--- config.mk ---
export PLATFORM = sky130hd
export DESIGN_NAME = spi_fifo_irq_ctrl
export DESIGN_NICKNAME = d
export VERILOG_FILES = /design/src/rtl/spi_irq_pkg.sv /design/src/rtl/spi_irq_level_eval.sv /design/src/rtl/spi_irq_status_reg.sv /design/src/rtl/spi_irq_cfg_regs.sv /design/src/rtl/spi_irq_line_fsm.sv /design/src/rtl/spi_fifo_irq_ctrl.sv
export SDC_FILE = /design/constraint.sdc
export NUM_CORES = 1
export LEC_CHECK = 0
export BUFFER_PORTS_ARGS = -buffer_cell sky130_fd_sc_hd__buf_2
export CAP_MARGIN = 10
export CORE_AREA = 2 2 59 102
export DETAILED_ROUTE_END_ITERATION = 6
export DIE_AREA = 0 0 61 104
export PLACE_DENSITY = 0.81
export SKIP_CTS_REPAIR_TIMING = 1
export SYNTH_ARGS = -nofsm -noshare
export SYNTH_HDL_FRONTEND = slang
export SYNTH_HIERARCHICAL = 1
export SYNTH_SLANG_ARGS = --single-unit
--- constraint.sdc ---
create_clock -name clk -period 2.9 [get_ports clk]
set_clock_uncertainty 0.2 [all_clocks]
set_input_delay 0.145 -clock clk [delete_from_list [all_inputs] [get_ports clk]]
set_output_delay 0.145 -clock clk [all_outputs]
set_load 0.01 [all_outputs]
--- src/rtl/spi_irq_pkg.sv ---
package spi_irq_pkg;

    // Fixed status bit positions; external events follow from FIXED_BITS up.
    localparam int B_RX_OVF   = 0;
    localparam int B_RX_LVL   = 1;
    localparam int B_RX_FULL  = 2;
    localparam int B_TX_LOW   = 3;
    localparam int B_TX_FULL  = 4;
    localparam int B_TX_EMPTY = 5;
    localparam int FIXED_BITS = 6;

    typedef enum logic [2:0] {
        A_STATUS    = 3'd0,
        A_MASK_SET  = 3'd1,
        A_MASK_CLR  = 3'd2,
        A_MASK_VIEW = 3'd3,
        A_RX_THR    = 3'd4,
        A_TX_THR    = 3'd5
    } reg_addr_e;

    typedef enum logic {
        IRQ_IDLE   = 1'b0,
        IRQ_RAISED = 1'b1
    } irq_state_e;

endpackage

--- src/rtl/spi_irq_level_eval.sv ---
module spi_irq_level_eval
    import spi_irq_pkg::*;
#(
    parameter int CNT_W = 5,
    parameter int ST_W  = 13
) (
    input  logic [CNT_W-1:0] rx_count,
    input  logic [CNT_W-1:0] tx_count,
    input  logic [CNT_W-1:0] rx_thr,
    input  logic [CNT_W-1:0] tx_thr,
    input  logic             rx_full,
    input  logic             tx_full,
    input  logic             tx_empty,
    output logic [ST_W-1:0]  lvl
);

    always_comb begin
        lvl             = '0;
        lvl[B_RX_LVL]   = (rx_count >= rx_thr);
        lvl[B_RX_FULL]  = rx_full;
        lvl[B_TX_LOW]   = (tx_count < tx_thr);
        lvl[B_TX_FULL]  = tx_full;
        lvl[B_TX_EMPTY] = tx_empty;
    end

endmodule

--- src/rtl/spi_irq_status_reg.sv ---
module spi_irq_status_reg
    import spi_irq_pkg::*;
#(
    parameter int NUM_EXT_EVT = 7,
    parameter int ST_W        = FIXED_BITS + NUM_EXT_EVT
) (
    input  logic                   clk,
    input  logic                   rst_n,
    input  logic [ST_W-1:0]        lvl,
    input  logic                   rx_push,
    input  logic                   rx_full,
    input  logic [NUM_EXT_EVT-1:0] ext_evt,
    input  logic [ST_W-1:0]        clr,
    output logic [ST_W-1:0]        status_q
);

    localparam logic [ST_W-1:0] LVL_MASK = ST_W'((1 << B_RX_LVL) | (1 << B_RX_FULL) |
                                                 (1 << B_TX_LOW) | (1 << B_TX_FULL) |
                                                 (1 << B_TX_EMPTY));

    logic [ST_W-1:0] evt_set;
    logic [ST_W-1:0] status_d;

    assign evt_set[B_RX_OVF]           = rx_push & rx_full;
    assign evt_set[FIXED_BITS-1:1]     = '0;

    for (genvar g = 0; g < NUM_EXT_EVT; g++) begin : g_ext
        assign evt_set[FIXED_BITS+g] = ext_evt[g];
    end

    // Level bits rebuilt each cycle; event bits held, cleared by W1C,
    // and a new event in the clearing cycle wins.
    always_comb begin
        status_d = (lvl & LVL_MASK) | (status_q & ~LVL_MASK & ~clr) | evt_set;
    end

    always_ff @(posedge clk or negedge rst_n) begin
        if (!rst_n) begin
            status_q <= '0;
        end else begin
            status_q <= status_d;
        end
    end

endmodule

--- src/rtl/spi_irq_cfg_regs.sv ---
module spi_irq_cfg_regs
    import spi_irq_pkg::*;
#(
    parameter int CNT_W = 5,
    parameter int ST_W  = 13
) (
    input  logic             clk,
    input  logic             rst_n,
    input  logic             reg_wr,
    input  logic [2:0]       reg_addr,
    input  logic [ST_W-1:0]  wdata_st,
    input  logic [CNT_W-1:0] wdata_cnt,
    output logic [ST_W-1:0]  mask_q,
    output logic [CNT_W-1:0] rx_thr_q,
    output logic [CNT_W-1:0] tx_thr_q
);

    always_ff @(posedge clk or negedge rst_n) begin
        if (!rst_n) begin
            mask_q   <= '0;
            rx_thr_q <= CNT_W'(1);
            tx_thr_q <= CNT_W'(1);
        end else if (reg_wr) begin
            case (reg_addr)
                A_MASK_SET: mask_q   <= mask_q | wdata_st;
                A_MASK_CLR: mask_q   <= mask_q & ~wdata_st;
                A_RX_THR:   rx_thr_q <= wdata_cnt;
                A_TX_THR:   tx_thr_q <= wdata_cnt;
                default:    ;
            endcase
        end
    end

endmodule

--- src/rtl/spi_irq_line_fsm.sv ---
module spi_irq_line_fsm
    import spi_irq_pkg::*;
(
    input  logic clk,
    input  logic rst_n,
    input  logic pending,
    output logic irq
);

    irq_state_e state_q;
    irq_state_e state_d;

    always_comb begin
        state_d = state_q;
        unique case (state_q)
            IRQ_IDLE:   if (pending)  state_d = IRQ_RAISED;
            IRQ_RAISED: if (!pending) state_d = IRQ_IDLE;
        endcase
    end

    always_ff @(posedge clk or negedge rst_n) begin
        if (!rst_n) begin
            state_q <= IRQ_IDLE;
        end else begin
            state_q <= state_d;
        end
    end

    always_comb begin
        irq = (state_q == IRQ_RAISED);
    end

endmodule

--- src/rtl/spi_fifo_irq_ctrl.sv ---
module spi_fifo_irq_ctrl
    import spi_irq_pkg::*;
#(
    parameter int DEPTH       = 16,
    parameter int NUM_EXT_EVT = 7,
    parameter int DATA_W      = 32
) (
    input  logic                          clk,
    input  logic                          rst_n,
    input  logic [$clog2(DEPTH+1)-1:0]    rx_count,
    input  logic [$clog2(DEPTH+1)-1:0]    tx_count,
    input  logic                          rx_full,
    input  logic                          tx_full,
    input  logic                          tx_empty,
    input  logic                          rx_push,
    input  logic [NUM_EXT_EVT-1:0]        ext_evt,
    input  logic                          reg_wr,
    input  logic [2:0]                    reg_addr,
    input  logic [DATA_W-1:0]             reg_wdata,
    output logic [DATA_W-1:0]             reg_rdata,
    output logic                          irq
);

    localparam int CNT_W = $clog2(DEPTH + 1);
    localparam int ST_W  = FIXED_BITS + NUM_EXT_EVT;

    logic [ST_W-1:0]  lvl;
    logic [ST_W-1:0]  status_q;
    logic [ST_W-1:0]  mask_q;
    logic [ST_W-1:0]  clr;
    logic [CNT_W-1:0] rx_thr_q;
    logic [CNT_W-1:0] tx_thr_q;
    logic             pending;
    logic             unused_wdata;

    assign unused_wdata = ^reg_wdata[DATA_W-1:ST_W];
    assign clr          = (reg_wr && reg_addr == A_STATUS) ? reg_wdata[ST_W-1:0] : '0;
    assign pending      = |(status_q & mask_q);

    spi_irq_level_eval #(.CNT_W(CNT_W), .ST_W(ST_W)) u_lvl (
        .rx_count (rx_count),
        .tx_count (tx_count),
        .rx_thr   (rx_thr_q),
        .tx_thr   (tx_thr_q),
        .rx_full  (rx_full),
        .tx_full  (tx_full),
        .tx_empty (tx_empty),
        .lvl      (lvl)
    );

    spi_irq_status_reg #(.NUM_EXT_EVT(NUM_EXT_EVT), .ST_W(ST_W)) u_sts (
        .clk      (clk),
        .rst_n    (rst_n),
        .lvl      (lvl),
        .rx_push  (rx_push),
        .rx_full  (rx_full),
        .ext_evt  (ext_evt),
        .clr      (clr),
        .status_q (status_q)
    );

    spi_irq_cfg_regs #(.CNT_W(CNT_W), .ST_W(ST_W)) u_cfg (
        .clk       (clk),
        .rst_n     (rst_n),
        .reg_wr    (reg_wr),
        .reg_addr  (reg_addr),
        .wdata_st  (reg_wdata[ST_W-1:0]),
        .wdata_cnt (reg_wdata[CNT_W-1:0]),
        .mask_q    (mask_q),
        .rx_thr_q  (rx_thr_q),
        .tx_thr_q  (tx_thr_q)
    );

    spi_irq_line_fsm u_line (
        .clk     (clk),
        .rst_n   (rst_n),
        .pending (pending),
        .irq     (irq)
    );

    always_comb begin
        reg_rdata = '0;
        case (reg_addr)
            A_STATUS:    reg_rdata[ST_W-1:0]  = status_q;
            A_MASK_SET,
            A_MASK_CLR,
            A_MASK_VIEW: reg_rdata[ST_W-1:0]  = mask_q;
            A_RX_THR:    reg_rdata[CNT_W-1:0] = rx_thr_q;
            A_TX_THR:    reg_rdata[CNT_W-1:0] = tx_thr_q;
            default:     reg_rdata            = '0;
        endcase
    end

endmodule

# --- After elaboration in Yosys (flattened, before gate mapping) ---
# Cells that the tools add are included.
totals:
  ff_bits: 37
  inputBits: 59
  wordCells: 34
op_classes:
  magnitude_cmp: 2
  eq_ne: 5
  muxes: 5
  bitwise: 9
  n_reduce_logical: 8
op_table:
  columns: ["operator", "n"]
  rows:
  - ["13-bit bitwise AND", 3]
  - ["13-bit inverter", 2]
  - ["13-bit OR", 2]
  - ["13-bit case mux with 2 select lines", 1]
  - ["5-bit case mux with 4 select lines", 1]
  - ["8-bit case mux with 2 select lines", 1]
  - ["13-bit 2-to-1 mux", 1]
  - ["6-bit by 13-bit OR with 13-bit output", 1]
  - ["13-bit OR reduction", 1]
  - ["3-bit by 2-bit equality test with 1-bit output (second input constant)", 2]
  - ["3-bit equality test (second input constant)", 2]
  - ["2-bit AND reduction", 3]
  - ["5-bit >= comparator", 1]
  - ["5-bit < comparator", 1]
  - ["3-bit by 1-bit equality test with 1-bit output (second input constant)", 1]
  - ["3-bit zero test", 1]
  - ["3-bit OR reduction", 1]
  - ["2-bit nonzero test", 1]
  - ["1-bit bitwise AND", 1]
  - ["1-bit logical AND", 1]
  - ["1-bit 2-to-1 mux", 1]

# --- Longest topological paths before layout ---
depth:
  word_depth: 7
  mapped_depth: 7
  ltp_nobuf: 5

# --- Cells and area by module ---
# Netlist, hierarchy kept.
by_module_without_submodules:
  columns: ["module", "n_inst", "cells_per_inst", "area_each_um2"]
  rows:
  - ["spi_irq_cfg_regs", 1, 95, 1054.8]
  - ["spi_fifo_irq_ctrl", 1, 95, 615.6]
  - ["spi_irq_status_reg", 1, 30, 416.6]
  - ["spi_irq_level_eval", 1, 42, 300.3]
  - ["spi_irq_line_fsm", 1, 1, 25.0]

# --- Least setup slack after synthesis ---
# OpenSTA, ideal clock, no wires.
synth_timing:
  kind: "input -> register"
  start: "in reg_addr[0]"
  end: "reg u_sts.status_q[10]"
  arrival_ps: 1157
  t_required_ps: 2582
  setup_slack_ps: 1425
  path_stages: 7
  path_buffers: 2
  path_cell_list: "or2_1 buf_6 nor3b_4 buf_4 and2_1 inv_1 a21o_1"
synth_between:
  elab_chain_len: 7
synth_rtl:
  columns: ["item", "line_no", "text"]
  rows:
  - ["start: declaration", "spi_fifo_irq_ctrl.sv:18", "input logic [2:0] reg_addr,"]
  - ["3-bit zero test", "spi_fifo_irq_ctrl.sv:37", "assign clr = (reg_wr && reg_addr == A_STATUS) ? reg_wdata[ST_W-1:0] : '0;"]
  - ["1-bit logical AND", "spi_fifo_irq_ctrl.sv:37", null]
  - ["13-bit 2-to-1 mux", "spi_fifo_irq_ctrl.sv:37", null]
  - ["via clr[10]", "spi_fifo_irq_ctrl.sv:30", "logic [ST_W-1:0] clr;"]
  - ["13-bit inverter", "spi_irq_status_reg.sv:34", "status_d = (lvl & LVL_MASK) | (status_q & ~LVL_MASK & ~clr) | evt_set;"]
  - ["13-bit bitwise AND", "spi_irq_status_reg.sv:34", null]
  - ["6-bit by 13-bit OR with 13-bit output", "spi_irq_status_reg.sv:34", null]
  - ["13-bit OR", "spi_irq_status_reg.sv:34", null]
  - ["via u_sts.status_d[10]", "spi_irq_status_reg.sv:22", "logic [ST_W-1:0] status_d;"]
  - ["end signal: assignment", "spi_irq_status_reg.sv:41", "status_q <= status_d;"]
  - ["end: declaration", "spi_irq_status_reg.sv:14", "output logic [ST_W-1:0] status_q"]
# The timed path passes the listed nets, and every way through them passes these cells.
# A chain may end at the register's enable or synchronous reset.

# --- Worst setup path after layout ---
layout_timing:
  start: "in reg_addr[0]"
  end: "out reg_rdata[10]"
layout_between:
  elab_chain_len: 3
layout_rtl:
  columns: ["item", "line_no", "text"]
  rows:
  - ["3-bit by 2-bit equality test with 1-bit output / 3-bit by 1-bit equality test with 1-bit output (equally long branches)", "spi_fifo_irq_ctrl.sv:83", "case (reg_addr)"]
  - ["3-bit OR reduction", "spi_fifo_irq_ctrl.sv:83", null]
  - ["8-bit case mux with 2 select lines *", "spi_fifo_irq_ctrl.sv:83", null]
  - ["end: declaration", "spi_fifo_irq_ctrl.sv:20", "output logic [DATA_W-1:0] reg_rdata,"]
# Every way passes the cells marked *; elsewhere a longest branch is shown, timed or not.

==> impl_results.rst <==
.. list-table::
   :header-rows: 1

   * - Metric
     - Value
   * - Status
     - finished, violations left
   * - Violations in the final reports
     - hold timing
   * - Full die area
     - 6340 um^2
   * - Rows
     - 36
   * - Top achievable clock speed
     - 555 MHz
   * - Required time of the worst setup path
     - 2.56 ns
   * - Clock latency at the later pin of the worst-skew pair
     - 0.29 ns
   * - Hold Vio Cnt, Final
     - 7
   * - Cell type group with the largest total delay on the critical path
     - buffers and inverters
   * - Vias
     - about 2000
   * - Most numerous cell on the critical path
     - sky130_fd_sc_hd__buf_2
   * - Post-route worst setup slack
     - 1.10 ns
   * - Remaining global-route overflow
     - 0
   * - Initial antenna violation count
     - 0
   * - Worst Tran Pin Value
     - 0.844 ns
   * - Placeable core region
     - 5540 um^2
   * - Post-CTS clock slew at the launch and capture registers of the worst setup and hold paths
     - around 0.070 ns
   * - Detailed placement HPWL
     - 3930 um
   * - Average wire per standard cell
     - 13.9 um
   * - Critical-path maximum fanout
     - 29
   * - # setup viols final
     - 0
   * - Number of pins exceeding their max-slew limit in the final report
     - 0
   * - DRC Markers
     - 0
   * - Global-route wire length before repair
     - between 8000 and 9000 um
   * - Setup repair after global routing missed its margin
     - false
   * - Via count of the first global-routing pass
     - 1814
   * - Final Wtd Congestion
     - 0.828
   * - Final cycle utilization of the critical path
     - 0.622
   * - Initial core utilization
     - 0.418
   * - Total inserted antenna cells
     - 0
   * - Total power
     - 1.29 mW
   * - Critical path's largest stage delay
     - 0.43 ns
   * - Syn_area_per_cell
     - a little over 9 um^2
   * - Iteration-0 DRC count of the detailed router
     - 90
   * - Number of nets in the layout
     - 384
   * - Top-level port count
     - 92
   * - Leak pwr
     - 1.33 nW
   * - Classification of the worst setup path
     - input pin to output pin
   * - Largest net degree at the start of global routing
     - 38
   * - Number of input and output port buffers inserted
     - 53
   * - Share of final-layout standard cells stronger than drive strength 1
     - 0.250
   * - Min-Delay Path Class
     - input pin to flop
   * - Number of standard cells in the layout, taps in and fillers out
     - between 300 and 400
   * - Total Negative Setup Slacks
     - 0 ns
   * - Post-Route WL
     - between 5000 and 6000 um
   * - R2r worst-path depth
     - 4
   * - Arrival time at the worst endpoint
     - between 1 and 1.5 ns
   * - Kind of capture point of the worst setup path
     - output pin
   * - Clock tree from TritonCTS
     - yes
   * - Detail-routed via count per cell
     - 5.05
   * - Clock Root Buffer
     - sky130_fd_sc_hd__clkbuf_8
   * - Max-capacitance violation count
     - 0
   * - Syn Inst Count
     - 249
   * - Start point of the worst hold path
     - reg_wdata[8]
   * - Number of buffers added by the clock tree synthesis step
     - 5
   * - IR Drop Worst-Case VDD
     - 0.268 mV
   * - Maximum number of buffers from clock root to sink
     - 2
   * - Hold depth
     - 3
   * - Die boundary height
     - about 100 um
   * - Pre-CTS setup slack
     - between 0.9 and 1 ns
   * - Die X-Extent
     - 61 um
   * - H-tree lvl count
     - 2
   * - Number of filler cells placed in the layout
     - 528
   * - Number of search-and-repair iterations in the first detailed-routing pass
     - 4
   * - Reg-to-Reg Start
     - u_cfg/rx_thr_q[0]
   * - Area added between synthesis and finish
     - 21.6%
   * - Worst relative slew slack
     - 0.437
   * - Worst path slowest cell
     - sky130_fd_sc_hd__or2_1
   * - Register-to-register path setup slack
     - 1.42 ns
   * - Netlist area before placement
     - about 2300 um^2
   * - Fin Hold WS
     - -0.0288 ns
   * - Terminus of the critical flop-to-flop path
     - u_sts/status_q[1]
   * - Number of clock sinks
     - 37
   * - Detail Route Antenna Nets
     - 0
   * - Global Route Usage Sum
     - 0.175
   * - Count of buffer and inverter cells on the critical path
     - 2
   * - Chain of cells forming the critical path
     - buf_2, or2_1, nand2_1, a21oi_1, buf_2
   * - Total number of yosys warnings
     - 6
   * - Launching element type of the critical path
     - input pin
   * - Period minus WS final
     - roughly 1.8 ns
   * - Power per cell area
     - 456 nW/um^2
   * - Placed cell count
     - 365
## cells in the final DEF (no fill, tap or decap), types with 2 or more instances in the layout
master	count
sky130_fd_sc_hd__ha_1	9
sky130_fd_sc_hd__o21ai_0	13
sky130_fd_sc_hd__and2_1	8
sky130_fd_sc_hd__nand2_1	39
sky130_fd_sc_hd__dfstp_2	2
sky130_fd_sc_hd__nor2b_1	2
sky130_fd_sc_hd__a22oi_1	8
sky130_fd_sc_hd__o21ai_1	3
sky130_fd_sc_hd__o211ai_1	13
sky130_fd_sc_hd__buf_2	53
sky130_fd_sc_hd__dlygate4sd3_1	20
sky130_fd_sc_hd__nor2_1	2
sky130_fd_sc_hd__inv_1	18
sky130_fd_sc_hd__dfrtp_1	35
sky130_fd_sc_hd__a31oi_1	2
sky130_fd_sc_hd__conb_1	19
sky130_fd_sc_hd__a21o_1	9
sky130_fd_sc_hd__a21oi_1	10
sky130_fd_sc_hd__clkbuf_8	6
sky130_fd_sc_hd__mux2_2	15
sky130_fd_sc_hd__nand3b_1	18
## layout make-up
class                   instances  area [um^2]  area share
clock buffers                   7         86.3      0.0306
inverters                      18         67.6      0.0240
multi-input cells             181         1170       0.417
flip-flops and latches         37          928       0.329
well taps                      76         95.1      0.0337
repair buffers                 73          465       0.165
## worst max-delay path by stage
| stage | start | endpoint | cells after the start |
|---|---|---|---|
| after floorplan | reg_addr[0] | u_sts/status_q[10] | 7 |
| after global placement | reg_addr[0] | u_sts/status_q[6] | 6 |
| after detailed placement | reg_addr[0] | u_sts/status_q[7] | 6 |
| after CTS | reg_addr[0] | reg_rdata[10] | 5 |
| after global routing | reg_addr[0] | reg_rdata[10] | 5 |
| final | reg_addr[0] | reg_rdata[10] | 5 |
## routing by layer
layer | wire [um] | share of wire | vias to the layer above | global-route usage
li1 | - | - | 954 | -
met1 | 2120 | 0.39 | 939 | 0.205
met2 | 2940 | 0.54 | 77 | 0.294
met3 | 269 | 0.049 | 9 | 0.0348
met4 | 123 | 0.023 | 0 | 0.0807
met5 | 0 | 0 | - | 0
## through the flow
stage               cell area [um^2]   util
floorplan                       2380      -
global placement                2530  0.457
detailed placement              2530  0.457
CTS                             2620  0.472
global route                    2820  0.509
finish                          2820  0.509
## worst min-delay path, stage by stage
cell                       delay [ns]
sky130_fd_sc_hd__buf_2           0.10
sky130_fd_sc_hd__nand3b_1        0.09
sky130_fd_sc_hd__o211ai_1        0.08
## report_power, final
part           internal [mW]  switching [mW]  total, mW
Clock                  0.188           0.175      0.363
Combinational          0.151           0.158      0.309
Sequential             0.571          0.0419      0.613
Total                  0.911           0.374       1.29
No activity file was read; power rests on OpenSTA's default activity.
